File: config.mk
export PLATFORM = sky130hd
export DESIGN_NAME = spi_burst_master
export DESIGN_NICKNAME = d
export VERILOG_FILES = /design/src/rtl/spi_burst_pkg.sv /design/src/rtl/spi_byte_fifo.sv /design/src/rtl/spi_burst_engine.sv /design/src/rtl/spi_burst_master.sv
export SDC_FILE = /design/constraint.sdc
export NUM_CORES = 1
export LEC_CHECK = 0
export BUFFER_PORTS_ARGS = -buffer_cell sky130_fd_sc_hd__buf_2
export CAP_MARGIN = 20
export CORE_ASPECT_RATIO = 1.4
export CORE_UTILIZATION = 60
export CTS_CLUSTER_SIZE = 10
export DETAILED_ROUTE_END_ITERATION = 10
export PLACE_DENSITY = 0.76
export SYNTH_ARGS = -nofsm -noshare
export SYNTH_HDL_FRONTEND = slang
export SYNTH_SLANG_ARGS = --single-unit
File: constraint.sdc
create_clock -name clk -period 11.4 [get_ports clk]
set_input_delay 1.71 -clock clk [delete_from_list [all_inputs] [get_ports clk]]
set_output_delay 1.71 -clock clk [all_outputs]
set_load 0.01 [all_outputs]
File: src/rtl/spi_burst_pkg.sv
package spi_burst_pkg;
  typedef enum logic [2:0] {
    REG_CTRL  = 3'd0,
    REG_TOTAL = 3'd1,
    REG_TXCNT = 3'd2,
    REG_STAT  = 3'd3,
    REG_TXD   = 3'd4,
    REG_RXD   = 3'd5
  } reg_word_e;

  localparam int CTL_EN    = 0;
  localparam int CTL_MST   = 1;
  localparam int CTL_GO    = 2;
  localparam int CTL_TXFL  = 4;
  localparam int CTL_RXFL  = 5;
  localparam int CTL_SRST  = 31;
  localparam int STAT_TXLO = 16;
endpackage

File: src/rtl/spi_byte_fifo.sv
module spi_byte_fifo #(
  parameter  int DEPTH = 64,
  parameter  int W     = 8,
  localparam int AW    = $clog2(DEPTH),
  localparam int LW    = $clog2(DEPTH + 1)
) (
  input  logic          clk,
  input  logic          rst_n,
  input  logic          flush,
  input  logic          push,
  input  logic [W-1:0]  din,
  input  logic          pop,
  output logic [W-1:0]  dout,
  output logic [LW-1:0] level,
  output logic          full,
  output logic          empty
);
  logic [W-1:0]  mem [DEPTH];
  logic [AW-1:0] wr_q, wr_d, rd_q, rd_d;
  logic [LW-1:0] cnt_q, cnt_d;
  logic          do_push, do_pop, ptr_en;

  assign empty   = (cnt_q == '0);
  assign full    = (cnt_q == LW'(DEPTH));
  assign level   = cnt_q;
  assign dout    = mem[rd_q];
  assign do_push = push & ~full & ~flush;
  assign do_pop  = pop & ~empty & ~flush;
  assign ptr_en  = flush | do_push | do_pop;

  always_comb begin
    wr_d  = wr_q;
    rd_d  = rd_q;
    cnt_d = cnt_q;
    if (flush) begin
      wr_d  = '0;
      rd_d  = '0;
      cnt_d = '0;
    end else begin
      if (do_push) wr_d = (wr_q == AW'(DEPTH - 1)) ? '0 : wr_q + 1'b1;
      if (do_pop)  rd_d = (rd_q == AW'(DEPTH - 1)) ? '0 : rd_q + 1'b1;
      if (do_push & ~do_pop)      cnt_d = cnt_q + 1'b1;
      else if (do_pop & ~do_push) cnt_d = cnt_q - 1'b1;
    end
  end

  always_ff @(posedge clk or negedge rst_n) begin
    if (!rst_n) begin
      wr_q  <= '0;
      rd_q  <= '0;
      cnt_q <= '0;
    end else if (ptr_en) begin
      wr_q  <= wr_d;
      rd_q  <= rd_d;
      cnt_q <= cnt_d;
    end
  end

  always_ff @(posedge clk) begin
    if (do_push) mem[wr_q] <= din;
  end
endmodule

File: src/rtl/spi_burst_engine.sv
module spi_burst_engine #(
  parameter  int DIV  = 4,
  parameter  int CW   = 8,
  localparam int DW   = $clog2(DIV),
  localparam int HALF = DIV / 2
) (
  input  logic          clk,
  input  logic          rst_n,
  input  logic          abort,
  input  logic          start,
  input  logic [CW-1:0] total,
  input  logic [CW-1:0] txcnt,
  input  logic          tx_empty,
  input  logic [7:0]    tx_head,
  output logic          tx_pop,
  output logic          rx_push,
  output logic [7:0]    rx_byte,
  output logic          busy,
  output logic          sclk,
  output logic          mosi,
  input  logic          miso
);
  logic          busy_q, busy_d, sclk_q, sclk_d;
  logic [DW-1:0] div_q, div_d;
  logic [2:0]    bit_q, bit_d;
  logic [CW-1:0] idx_q, idx_d, next_idx;
  logic [7:0]    sh_q, sh_d, rxs_q, rxs_d, load_byte;
  logic          last_div, mid_div, begin_b, byte_end, burst_end;
  logic          load, load_src, run_en;

  always_comb begin
    last_div  = (div_q == DW'(DIV - 1));
    mid_div   = (div_q == DW'(HALF - 1));
    begin_b   = start & ~busy_q & (total != '0) & ~abort;
    byte_end  = busy_q & last_div & (bit_q == 3'd7);
    burst_end = byte_end & (idx_q == total - 1'b1);
    next_idx  = begin_b ? '0 : idx_q + 1'b1;
    load      = begin_b | (byte_end & ~burst_end);
    load_src  = (next_idx < txcnt);
    load_byte = (load_src & ~tx_empty) ? tx_head : 8'h00;
    run_en    = begin_b | busy_q | abort;

    busy_d = busy_q;
    if (abort)          busy_d = 1'b0;
    else if (begin_b)   busy_d = 1'b1;
    else if (burst_end) busy_d = 1'b0;

    div_d  = (~busy_q | last_div) ? '0 : div_q + 1'b1;
    sclk_d = busy_q & ~abort & ~burst_end & (div_d >= DW'(HALF));
    bit_d  = begin_b ? 3'd0 : ((busy_q & last_div) ? bit_q + 3'd1 : bit_q);
    idx_d  = load ? next_idx : idx_q;
    sh_d   = load ? load_byte : ((busy_q & last_div) ? {sh_q[6:0], 1'b0} : sh_q);
    rxs_d  = (busy_q & mid_div) ? {rxs_q[6:0], miso} : rxs_q;
  end

  always_ff @(posedge clk or negedge rst_n) begin
    if (!rst_n) begin
      busy_q <= 1'b0;
      sclk_q <= 1'b0;
      div_q  <= '0;
      bit_q  <= '0;
      idx_q  <= '0;
      sh_q   <= '0;
      rxs_q  <= '0;
    end else if (run_en) begin
      busy_q <= busy_d;
      sclk_q <= sclk_d;
      div_q  <= div_d;
      bit_q  <= bit_d;
      idx_q  <= idx_d;
      sh_q   <= sh_d;
      rxs_q  <= rxs_d;
    end
  end

  assign tx_pop  = load & load_src & ~tx_empty & ~abort;
  assign rx_push = byte_end & ~abort;
  assign rx_byte = rxs_q;
  assign busy    = busy_q;
  assign sclk    = sclk_q;
  assign mosi    = busy_q & sh_q[7];
endmodule

File: src/rtl/spi_burst_master.sv
module spi_burst_master
  import spi_burst_pkg::*;
#(
  parameter  int FIFO_DEPTH  = 64,
  parameter  int CNT_W       = 8,
  parameter  int CLK_DIV     = 4,
  parameter  int SRST_CYCLES = 4,
  localparam int LW          = $clog2(FIFO_DEPTH + 1),
  localparam int SW          = $clog2(SRST_CYCLES + 1)
) (
  input  logic        clk,
  input  logic        rst_n,
  input  logic        bus_sel,
  input  logic        bus_wr,
  input  logic        bus_rd,
  input  logic [2:0]  bus_addr,
  input  logic [31:0] bus_wdata,
  output logic [31:0] bus_rdata,
  output logic        spi_sclk,
  output logic        spi_mosi,
  input  logic        spi_miso,
  output logic        spi_cs_n
);
  logic             en_q, en_d, mst_q, mst_d;
  logic [CNT_W-1:0] total_q, total_d, txcnt_q, txcnt_d;
  logic [SW-1:0]    srst_q, srst_d;
  logic             wr, rd, ctrl_wr, srst_req, srst_act, abort, start, cfg_en;
  logic             tx_flush, tx_push, tx_pop, tx_full, tx_empty;
  logic             rx_flush, rx_push, rx_pop, rx_full, rx_empty;
  logic [7:0]       tx_head, rx_head, rx_byte;
  logic [LW-1:0]    tx_level, rx_level;
  logic             busy;

  assign wr       = bus_sel & bus_wr;
  assign rd       = bus_sel & bus_rd;
  assign ctrl_wr  = wr & (bus_addr == REG_CTRL);
  assign srst_req = ctrl_wr & bus_wdata[CTL_SRST];
  assign srst_act = (srst_q != '0);
  assign abort    = srst_req | srst_act;
  assign start    = ctrl_wr & bus_wdata[CTL_EN] & bus_wdata[CTL_MST] & bus_wdata[CTL_GO];
  assign tx_flush = abort | (ctrl_wr & bus_wdata[CTL_TXFL]);
  assign rx_flush = abort | (ctrl_wr & bus_wdata[CTL_RXFL]);
  assign tx_push  = wr & (bus_addr == REG_TXD);
  assign rx_pop   = rd & (bus_addr == REG_RXD);
  assign cfg_en   = abort | wr;

  always_comb begin
    srst_d  = srst_req ? SW'(SRST_CYCLES) : (srst_act ? srst_q - 1'b1 : srst_q);
    en_d    = abort ? 1'b0 : (ctrl_wr ? bus_wdata[CTL_EN]  : en_q);
    mst_d   = abort ? 1'b0 : (ctrl_wr ? bus_wdata[CTL_MST] : mst_q);
    total_d = abort ? '0 :
              ((wr & (bus_addr == REG_TOTAL)) ? bus_wdata[CNT_W-1:0] : total_q);
    txcnt_d = abort ? '0 :
              ((wr & (bus_addr == REG_TXCNT)) ? bus_wdata[CNT_W-1:0] : txcnt_q);
  end

  always_ff @(posedge clk or negedge rst_n) begin
    if (!rst_n) begin
      srst_q  <= '0;
      en_q    <= 1'b0;
      mst_q   <= 1'b0;
      total_q <= '0;
      txcnt_q <= '0;
    end else if (cfg_en) begin
      srst_q  <= srst_d;
      en_q    <= en_d;
      mst_q   <= mst_d;
      total_q <= total_d;
      txcnt_q <= txcnt_d;
    end
  end

  always_comb begin
    bus_rdata = '0;
    unique case (bus_addr)
      REG_CTRL: begin
        bus_rdata[CTL_EN]   = en_q;
        bus_rdata[CTL_MST]  = mst_q;
        bus_rdata[CTL_GO]   = busy;
        bus_rdata[CTL_SRST] = srst_act;
      end
      REG_TOTAL: bus_rdata[CNT_W-1:0] = total_q;
      REG_TXCNT: bus_rdata[CNT_W-1:0] = txcnt_q;
      REG_STAT: begin
        bus_rdata[LW-1:0]             = rx_level;
        bus_rdata[STAT_TXLO +: LW]    = tx_level;
      end
      REG_RXD:  bus_rdata[7:0] = rx_empty ? 8'h00 : rx_head;
      default:  bus_rdata = '0;
    endcase
  end

  spi_byte_fifo #(.DEPTH(FIFO_DEPTH), .W(8)) u_txq (
    .clk(clk), .rst_n(rst_n), .flush(tx_flush), .push(tx_push),
    .din(bus_wdata[7:0]), .pop(tx_pop), .dout(tx_head),
    .level(tx_level), .full(tx_full), .empty(tx_empty)
  );

  spi_byte_fifo #(.DEPTH(FIFO_DEPTH), .W(8)) u_rxq (
    .clk(clk), .rst_n(rst_n), .flush(rx_flush), .push(rx_push),
    .din(rx_byte), .pop(rx_pop), .dout(rx_head),
    .level(rx_level), .full(rx_full), .empty(rx_empty)
  );

  spi_burst_engine #(.DIV(CLK_DIV), .CW(CNT_W)) u_eng (
    .clk(clk), .rst_n(rst_n), .abort(abort), .start(start),
    .total(total_q), .txcnt(txcnt_q), .tx_empty(tx_empty), .tx_head(tx_head),
    .tx_pop(tx_pop), .rx_push(rx_push), .rx_byte(rx_byte), .busy(busy),
    .sclk(spi_sclk), .mosi(spi_mosi), .miso(spi_miso)
  );

  assign spi_cs_n = ~busy;
endmodule

# Word-level counts from Yosys, hierarchy flattened
# Memories as Yosys holds them, arrays and structs flattened.
# Cells that the tools add are included.
[word_totals]
reg_bits = 90
mem_bits_rw = 1024
input_bits = 41
elab_cells = 198
memories = 2
out_inout_bits = 35
[op_classes]
muxes = 48
n_bitwise = 67
n_eq_ne = 15
n_reduce_logical = 33
addsub = 13
order_cmp = 2
[memory_table]
columns = ["memory", "words", "width", "read_ports", "rd_ports_with_merged_regs", "write_ports", "line_no", "text"]
rows = [
  ["u_rxq.mem", 64, 8, 1, 0, 1, "spi_byte_fifo.sv:18", "logic [W-1:0] mem [DEPTH];"],
  ["u_txq.mem", 64, 8, 1, 0, 1, "spi_byte_fifo.sv:18", ""],
]
[ops]
columns = ["op", "count"]
rows = [
  ["two-way mux 6 bit", 12],
  ["two-way mux 8 bit", 9],
  ["two-way mux 7 bit", 7],
  ["bitwise AND 1 bit", 42],
  ["AND reduction 2 bit", 15],
  ["adder 6 x 1 -> 6 bit (second input constant)", 4],
  ["== test 6 bit (second input constant)", 4],
  ["nonzero test 2 bit", 10],
  ["one-hot mux 4 bit (4 select lines)", 1],
  ["one-hot mux 3 bit (5 select lines)", 1],
  ["adder 7 x 1 -> 7 bit (second input constant)", 2],
  ["== test 7 bit (second input constant)", 2],
  ["logical NOT 7 bit", 2],
  ["subtractor 7 x 1 -> 7 bit (second input constant)", 2],
  ["NOT 1 bit", 13],
  ["two-way mux 1 bit", 12],
  ["two-way mux 3 bit", 4],
  ["OR 1 bit", 12],
  ["nonzero test 3 bit", 4],
  ["== test 3 bit (second input constant)", 3],
  ["adder 8 x 1 -> 8 bit (second input constant)", 1],
  ["== test 8 bit", 1],
  ["< comparator 8 bit", 1],
  ["nonzero test 8 bit", 1],
  ["other kinds (12)", 13],
]

# Longest topological paths before layout
# Gate-level depths: netlist (run 1).
[logic_depth]
word_depth = 19
mapped_depth = 27
ltp_nobuf = 22

# Modules after synthesis
# A second synthesis (run 1) with hierarchy kept.
[unflattened]
cells_unflattened = 2528
area_unflattened_um2 = 45994.1
[by_module_without_submodules]
columns = ["module", "cells_per_inst", "area_per_inst_um2", "n_inst"]
rows = [
  ["spi_byte_fifo at u_txq", 1082, 21239.1, 1],
  ["spi_byte_fifo at u_rxq", 1069, 21141.5, 1],
  ["spi_burst_engine", 206, 2045.7, 1],
  ["spi_burst_master", 171, 1567.8, 1],
]

# Least setup slack after synthesis (run 1)
# OpenSTA, ideal clock, no wires.
[synth_path]
path_type = "input to register"
from = "input bus_wdata[31]"
to = "register u_txq.cnt_q[6], in the netlist u_txq.level[6]"
n_path_buf = 5
stages = 24
t_arrival_ns = 6.260
setup_ns = 0.126
path_slack_ns = 5.014
cell_sequence = "clkbuf_1 > or3b_2 > nor4_1 > and2_2 > buf_4 > clkbuf_1 > nor2_1 > ha_1 > and4_2 > a21oi_1 > o211ai_1 > a31oi_1 > o21ai_2 > buf_6 > buf_8 > nand2_1 > ha_1 > nor2b_1 > o21ai_0 > a21boi_0 > o21a_1 > o311a_1 > o21bai_1 > nand3_1"
[synth_via]
elab_chain_len = 15
[synth_lines]
columns = ["element", "line_no", "text"]
rows = [
  ["start, declared", "spi_burst_master.sv:17", "input logic [31:0] bus_wdata,"],
  ["bitwise AND 1 bit (*)", "spi_burst_master.sv:37", "assign srst_req = ctrl_wr & bus_wdata[CTL_SRST];"],
  ["OR 1 bit (*)", "spi_burst_master.sv:39", "assign abort = srst_req | srst_act;"],
  ["NOT 1 bit (*)", "spi_burst_engine.sv:34", "begin_b = start & ~busy_q & (total != '0) & ~abort;"],
  ["bitwise AND 1 bit (*)", "spi_burst_engine.sv:34", ""],
  ["two-way mux 8 bit (*)", "spi_burst_engine.sv:37", "next_idx = begin_b ? '0 : idx_q + 1'b1;"],
  ["net u_eng.next_idx[7]", "spi_burst_engine.sv:26", "logic [CW-1:0] idx_q, idx_d, next_idx;"],
  ["< comparator 8 bit (*)", "spi_burst_engine.sv:39", "load_src = (next_idx < txcnt);"],
  ["bitwise AND 1 bit (*) (3 in series)", "spi_burst_engine.sv:76", "assign tx_pop = load & load_src & ~tx_empty & ~abort;"],
  ["bitwise AND 1 bit (*) (2 in series)", "spi_byte_fifo.sv:28", "assign do_pop = pop & ~empty & ~flush;"],
  ["NOT 1 bit", "spi_byte_fifo.sv:42", "if (do_push & ~do_pop) cnt_d = cnt_q + 1'b1;"],
  ["bitwise AND 1 bit", "spi_byte_fifo.sv:42", ""],
  ["nonzero test 3 bit (no line) or two-way mux 7 bit (tied branches)", "--", ""],
  ["AND reduction 2 bit (no line) or two-way mux 7 bit (tied branches)", "--", ""],
  ["end signal, assigned", "spi_byte_fifo.sv:55", "cnt_q <= cnt_d;"],
  ["end, declared", "spi_byte_fifo.sv:20", "logic [LW-1:0] cnt_q, cnt_d;"],
]
# Mark *: on every way through the listed nets, which the timed path passes. The rest lies on a longest branch.
# A chain may end at the register's enable or synchronous reset.

# Worst setup path in the final report (run 1)
[layout_path]
from = "register u_rxq.rd_q[1]"
to = "output bus_rdata[2]"
[layout_via]
elab_chain_len = 3
[layout_lines]
columns = ["element", "line_no", "text"]
rows = [
  ["start, declared", "spi_byte_fifo.sv:19", "logic [AW-1:0] wr_q, wr_d, rd_q, rd_d;"],
  ["start signal, assigned", "spi_byte_fifo.sv:54", "rd_q <= rd_d;"],
  ["memory read (64 x 8 bit)", "--", ""],
  ["two-way mux 8 bit", "spi_burst_master.sv:88", "REG_RXD: bus_rdata[7:0] = rx_empty ? 8'h00 : rx_head;"],
  ["one-hot mux 3 bit (5 select lines)", "spi_burst_master.sv:75", "unique case (bus_addr)"],
  ["end, declared", "spi_burst_master.sv:18", "output logic [31:0] bus_rdata,"],
]
# Every way passes these cells.

==> results.toml, run 1 <==
[timing]
min_period_ps = 6680
whs_ps = 490
post-route-period-util_pct = 58.6
setup_violations = 0
setup_tns_ps = 0
clock_skew_ps = 26.1
tightestPinTransition_ps = 1030
drv_slew = 0
hold_viol = 0
fmax_mhz = 150
grt_setup_unrepaired = "false"
fin_ws_ps = 4720
slew_headroom_pct = 31.3

[drt]
route.detailed.drc = 0
dr.first_iter.drc_count = 2121
wl_per_cell_um = 28.9
drtPass1Iterations = 5
vias = 23400
ant_nets = 0
routed_wl_um = 102000
avgViaCountPerCell = 6.59

[global_route]
grt_max_degree = 116
overflow = 0
grt_pass1_wl_um = 154000
grt_pass1_vias = 24300
antenna_found_initial = 8
grtUsageTotal_pct = 27.1

[synthesis]
yosysMostFrequentCell = "edfxtp_1"
ys_seq_elements = 1114
ys_seq_area_share_pct = 72.4
async_reset_ff_share_pct = 8.08
syn_inst = 2457
synth_commonest_cells = "1,024 x edfxtp_1, 242 x mux4_2, 222 x nor2_1"
synth_cell_types = 81
synth-edff-count = 1024
syn_area_um2 = 45600
synth_top_area_share_pct = 67.4
post-synth-top-area-cell = "edfxtp_1"
yosys_most_used_dff = "edfxtp_1"
avgSynthCellArea_um2 = 18.6
ys_warn_count = 0
synth_top_cells_by_area = "edfxtp_1 67%, mux4_2 12%, dfrtp_1 4.9%"

[power]
p_total_mw = 8.02
vdd_drop_max_mv = 0.168
p_leak_nw = 16.4
powerDensity_nw_per_um2 = 160

[clocking]
clkTransAtPathRegs_ps = 60
clockBufferDepth = 3
tritoncts = "done"
cts_sinks = 1114
insertion_delay_ps = 700
ctsResizeCount = 0
hold_buffers = 0
htreeDepth = 3
numCtsBuffers = 121
root_buffer = "clkbuf_16"
postCtsSetupRepairBufs = 0

[layout]
fin_nets = 2590
fill_cells = 4678
area.growth.synth_to_final_pct = 9.84
drive_gt1_share_pct = 20.2
fin_cells = 3546

[die]
fp.dieH_um = 328
die_w_um = 235
start_util_pct = 60.6
fp.coreArea_um2 = 75200
ios = 76
rows = 119
die_area_um2 = 77100

[critical_path]
crit_path_cell_trace = "buf_4, buf_4, mux4_2, mux4_2, mux2i_1, nor2_1, a21oi_1, o21ai_0, buf_2"
slowest_stage = "dfrtp_4"
critPathTopFamily = "buffers and inverters"
crit_type = "reg2out"
cp.required_ps = 9690
cp.arrival_ps = 4970
crit_fanout = 47
endpoint_kind = "output pin"
slowest_delay_ps = 880
cp-start-kind = "flop"
cp_num_buf_inv = 3

[placement]
dp_slack_ps = 4180
numPlacedInstances = 3357
dp_hpwl_um = 63100
place_congestion = 0.936
io_buffers = 36

[job]
drv_cap = 0

[run_status]
outcome = "complete, no violations"

[hold_path]
hold_path_class = "reg2reg"
## worst paths after layout
path | endpoint | startpoint | cells past startpoint | slack [ps]
max | bus_rdata[2] | u_rxq.rd_q[1] | 9 | 4720
min | u_eng.sh_q[5] | u_eng.sh_q[5] | 2 | 490
max reg2reg | u_txq.level[6] | total_q[0] | 21 | 5480
min reg2reg | u_eng.sh_q[5] | u_eng.sh_q[5] | 2 | 490
max in group asynchronous | u_rxq.rd_q[1] | rst_n | 2 | 9220
min in group asynchronous | u_txq.level[3] | rst_n | 1 | 960
## layer usage
metal	vias to the layer above	track usage (%)	share of wire, %
met5	-	0	0.041
met4	8	12.8	5.0
met3	266	4.71	6.5
met2	1025	48.5	53
met1	12100	32.0	35
li1	9982	-	-
## layout make-up
type	count	area (µm²)	area share, %
antenna	4	10.0	0.0200
clock inverter	5	76.3	0.152
tap	968	1210	2.42
sequential	1114	33000	66.0
inverter	31	116	0.232
timing repair buffer	74	576	1.15
clock buffer	174	3270	6.53
multi-input combinational	1176	11800	23.5
## layout by cell type, fill, tap and decap left out, types with 9 or more instances in the layout
| master | instances |
|---|---|
| nand3_1 | 26 |
| mux4_2 | 242 |
| o21ai_0 | 35 |
| dfrtp_1 | 77 |
| nand3b_1 | 15 |
| nor3_1 | 15 |
| edfxtp_1 | 1024 |
| o221ai_1 | 10 |
| nor2_1 | 221 |
| xor2_1 | 12 |
| xnor2_1 | 18 |
| conb_1 | 16 |
| ha_1 | 29 |
| o211ai_1 | 27 |
| dfrtp_2 | 9 |
| nand4_1 | 12 |
| or2_2 | 11 |
| mux2i_1 | 139 |
| and2_1 | 11 |
| inv_1 | 31 |
| nor2b_1 | 11 |
| a22oi_1 | 30 |
| mux2_2 | 26 |
| buf_2 | 35 |
| buf_4 | 31 |
| a21oi_1 | 36 |
| a221oi_1 | 49 |
| clkbuf_1 | 51 |
| clkbuf_16 | 123 |
| nand2_1 | 73 |
## power by group
group          leakage [nW]  internal (mW)  switching, mW
Clock                  1.61           1.95           1.47
Combinational          3.49         0.0373          0.117
Sequential             11.3           4.44        0.00548
## cell families (layout without fill, tap and decap cells)
logic type / Yosys count / in the layout / share of synthesized area (%)
DFF: 1114 / 1114 / 72.4
and+or+nand+nor: 444 / 444 / 4.53
muxes: 408 / 408 / 15.7
AOI/OAI and AO/OA: 247 / 247 / 3.99
buffers and inverters: 182 / 284 / 1.92
adders and majority gates: 31 / 31 / 0.884
xor gates and xnor gates: 30 / 30 / 0.576
other: 1 / 20 / 0.00823
## through the flow
stage	instance area, µm²	util [%]
after global routing	50100	66.6
after detailed placement	46600	62.0
final	50100	66.6
after CTS	49900	66.4
after global placement	46600	62.0
after floorplan	45600	-
## flip-flops by register name (all words and copies together), names as in the netlist
register,cells
u_eng.sh_q,8
u_eng.bit_q,3
u_eng.idx_q,8
u_eng.rx_byte,8
u_txq.level,7
u_rxq.level,7
u_eng.sclk,1
srst_q,3
u_txq.rd_q,6
txcnt_q,8
u_txq.mem,512
u_rxq.rd_q,6
u_rxq.mem,512
mst_q,1
en_q,1
u_txq.wr_q,6
total_q,8
u_rxq.wr_q,6
u_eng.div_q,2
u_eng.busy,1
## worst reg2reg max path, cell delays in order, from the launching register on
cell and delay (ps):
dfrtp_1 490, inv_1 100, ha_1 210, or3b_2 490, or4_1 550, nand2_1 190, and2_1 190, ha_1 250
nor2b_1 150, a2111oi_0 390, a311oi_1 150, a31oi_1 430, o21ai_2 350, nand2_1 300, ha_1 310, nor2b_1 140
o21ai_0 190, a21boi_0 150, o21a_1 220, o311a_1 300, o21bai_1 140, nand3_1 90
No activity file was read; power rests on OpenSTA's default activity.
==> run 2, diff against run 1 <==
--- a/config.mk
+++ b/config.mk
@@ -5,6 +5,7 @@
 export SDC_FILE = /design/constraint.sdc
 export NUM_CORES = 1
 export LEC_CHECK = 0
+export ABC_AREA = 1
 export BUFFER_PORTS_ARGS = -buffer_cell sky130_fd_sc_hd__buf_2
 export CAP_MARGIN = 20
 export CORE_ASPECT_RATIO = 1.4
==> constraint.sdc (replaced) <==
create_clock -name clk -period 6.2 [get_ports clk]
set_input_delay 0.93 -clock clk [delete_from_list [all_inputs] [get_ports clk]]
set_output_delay 0.93 -clock clk [all_outputs]
set_load 0.01 [all_outputs]
==> run 2 against run 1 <==
Net effect:
- clock skew grew 27 ps
- clock power grew 87%
- cell area grew 0.70%
- cell count grew 34%
- die area grew 0.98%
- register-to-register slack lost 4100 ps
==> results.toml, run 2 <==
[run_status]
outcome = "complete, no violations"

[critical_path]
cp.required_ps = 5270
crit_fanout = 178
slowest_delay_ps = 710
cp.arrival_ps = 4180
cp-start-kind = "flop"
critPathTopFamily = "buffers and inverters"
reg2reg_slack_ps = 1430
crit_path_cell_trace = "buf_12, buf_4, o21ai_0, o221ai_1, o211ai_1, a21boi_0, o31ai_1, nand2_1, buf_2"
cp_num_buf_inv = 3
reg2reg_depth = 25
slowest_stage = "buf_4"
reg2reg_from = "total_q[0]"
r2r_end = "u_txq.level[6]"
crit_type = "reg2out"
endpoint_kind = "output pin"

[timing]
tightestPinTransition_ps = 1080
clock_skew_ps = 53.2
drv_slew = 0
fmax_mhz = 196
min_period_ps = 5110
setup_violations = 0
post-route-period-util_pct = 82.4
grt_setup_unrepaired = "false"
hold_viol = 0
setup_tns_ps = 0
slew_headroom_pct = 27.7

[placement]
dp_hpwl_um = 66400
io_buffers = 36
numPlacedInstances = 4533
place_congestion = 0.958

[clocking]
ctsResizeCount = 0
root_buffer = "clkbuf_16"
hold_buffers = 0
clockBufferDepth = 3
cts_sinks = 1114
clkTransAtPathRegs_ps = 60
insertion_delay_ps = 700
htreeDepth = 3
tritoncts = "done"
postCtsSetupRepairBufs = 0
numCtsBuffers = 121

[synthesis]
yosys_most_used_dff = "edfxtp_1"
syn_inst = 3713
ys_seq_elements = 1114
synth_cell_types = 53
synth_commonest_cells = "1,024 x edfxtp_1, 712 x nor2_1, 590 x o21ai_0"
synth-edff-count = 1024
yosysMostFrequentCell = "edfxtp_1"
synth_top_cells_by_area = "edfxtp_1 67%, o21ai_0 6.4%, nor2_1 5.8%"
ys_seq_area_share_pct = 71.7
avgSynthCellArea_um2 = 12.4
syn_area_um2 = 46000
async_reset_ff_share_pct = 8.08
post-synth-top-area-cell = "edfxtp_1"
ys_warn_count = 0
synth_top_area_share_pct = 66.8

[drt]
routed_wl_um = 113000
dr.first_iter.drc_count = 3081
avgViaCountPerCell = 6.35
vias = 30100
wl_per_cell_um = 23.8
route.detailed.drc = 0
drtPass1Iterations = 6
ant_nets = 0

[power]
sw_frac_of_total_pct = 22.8
powerDensity_nw_per_um2 = 316
power_switching_mw = 3.63
p_leak_nw = 17.8
vdd_drop_max_mv = 0.288
power_frac_comb_pct = 7.4
clkPwrFrac_pct = 40.2
seqPwrFrac_pct = 52.4
p_int_mw = 12.3

[layout]
reg_top3 = "u_rxq.mem (512), u_txq.mem (512)"
drive_gt1_share_pct = 7.59
fin_cells = 4748
final_common_cell = "edfxtp_1"
fin_nets = 3764
area.growth.synth_to_final_pct = 9.53
num_antenna_cells = 0
final_cell_mix = "1,024 x edfxtp_1, 712 x nor2_1, 590 x o21ai_0, 224 x nand2_1, 197 x o221ai_1"

[die]
fp.dieH_um = 330
start_util_pct = 60.9
die_area_um2 = 77900
die_w_um = 236
fp.coreArea_um2 = 75600
ios = 76
rows = 119

[global_route]
grt_max_degree = 191
grt_pass1_wl_um = 171000
grt_pass1_vias = 29700
overflow = 0
grtUsageTotal_pct = 29.2
antenna_found_initial = 0

[job]
drv_cap = 0

[hold_path]
hold_path_class = "in2async"
==> run 2: changes by cell type in the layout (fill, tap and decap cells not counted), sizes merged, moves of 48 or more <==
cell,previous run,this run
a221oi,49,1
inv,33,129
mux2i,139,0
mux4,243,0
nand2,73,232
nand3,26,190
nor2,223,721
o21ai,37,599
o221ai,10,197
o22ai,5,78
==> run 2: logic make-up (layout without fill, tap and decap cells) <==
| group | count (synthesis) | after routing | synth area share [%] |
|---|---|---|---|
| flops | 1114 | 1114 | 71.7 |
| buf+inv | 380 | 432 | 3.31 |
| fa+ha+maj | 31 | 31 | 0.875 |
| other cells | 1 | 16 | 0.00815 |
| mux | 6 | 6 | 0.147 |
| simple gates | 1185 | 1185 | 10.8 |
| compound gates | 973 | 973 | 12.8 |
| xor+xnor | 23 | 23 | 0.438 |
==> run 2: cell type report <==
type	count	area [µm²]
clock buffer	206	3390
clock inverter	5	67.6
fill	5302	25200
inverter	137	529
multi-input combinational	2234	11600
sequential	1114	33000
tap	968	1210
timing repair buffer	84	631
==> run 2: metrics by stage <==
step	util [%]	power, mW	instance area (µm²)	setup WS, ps	hold slack (ps)
2_1_floorplan	-	9.32	46100	1810	444
3_3_place_gp	62.0	9.64	46900	1000	468
3_5_place_dp	62.0	9.66	46900	926	474
4_1_cts	66.6	16.0	50400	1130	211
5_1_grt	66.7	16.4	50400	923	234
6_report	66.7	15.9	50400	1090	218
==> run 2: power by group through the flow <==
stage / clock, mW / sequential (mW) / combinational, mW
floorplan: 0 / 8.47 / 0.844
global placement: 0 / 8.50 / 1.13
detailed placement: 0 / 8.51 / 1.15
CTS: 6.45 / 8.36 / 1.17
global route: 6.74 / 8.36 / 1.33
finish: 6.40 / 8.35 / 1.18
==> run 2: how the worst max path moves through the flow <==
stage	start	slack, ps	to	depth (start not counted)
5_1_grt	u_rxq.rd_q[0]	920	bus_rdata[1]	11
6_report	u_rxq.rd_q[0]	1090	bus_rdata[6]	9
4_1_cts	u_rxq.rd_q[0]	1130	bus_rdata[5]	11
2_1_floorplan	bus_sel	1810	u_txq.level[6]	25
3_5_place_dp	bus_sel	930	u_txq.level[6]	26
3_3_place_gp	bus_sel	1000	u_txq.level[6]	26
==> run 2: metal layers <==
layer  track usage (%)  vias up  wire length, µm
met5                 0        -                0
met1              34.3    14700            40500
met4              17.3        0             6510
met3              4.81      332             8620
li1                  -    13700                -
met2              51.0     1434            57500
==> run 2: worst register-to-register path: stages (launching register included) <==
cell and delay [ps]:
dfrtp_1 420, inv_2 110, ha_1 270, nand2_1 100, nor2_1 280, nor2_4 80, nand2_4 110, inv_1 150
nor3_1 310, ha_1 300, a21oi_1 130, o21ai_0 120, a41oi_1 390, nand3_4 190, nand2_1 250, inv_1 90
fa_1 410, o21ai_0 270, nand2_1 110, nand2_1 70, a21oi_1 70, xor2_1 150, nand3b_1 160, nand2_1 90
nand2_1 50, nand2_1 50
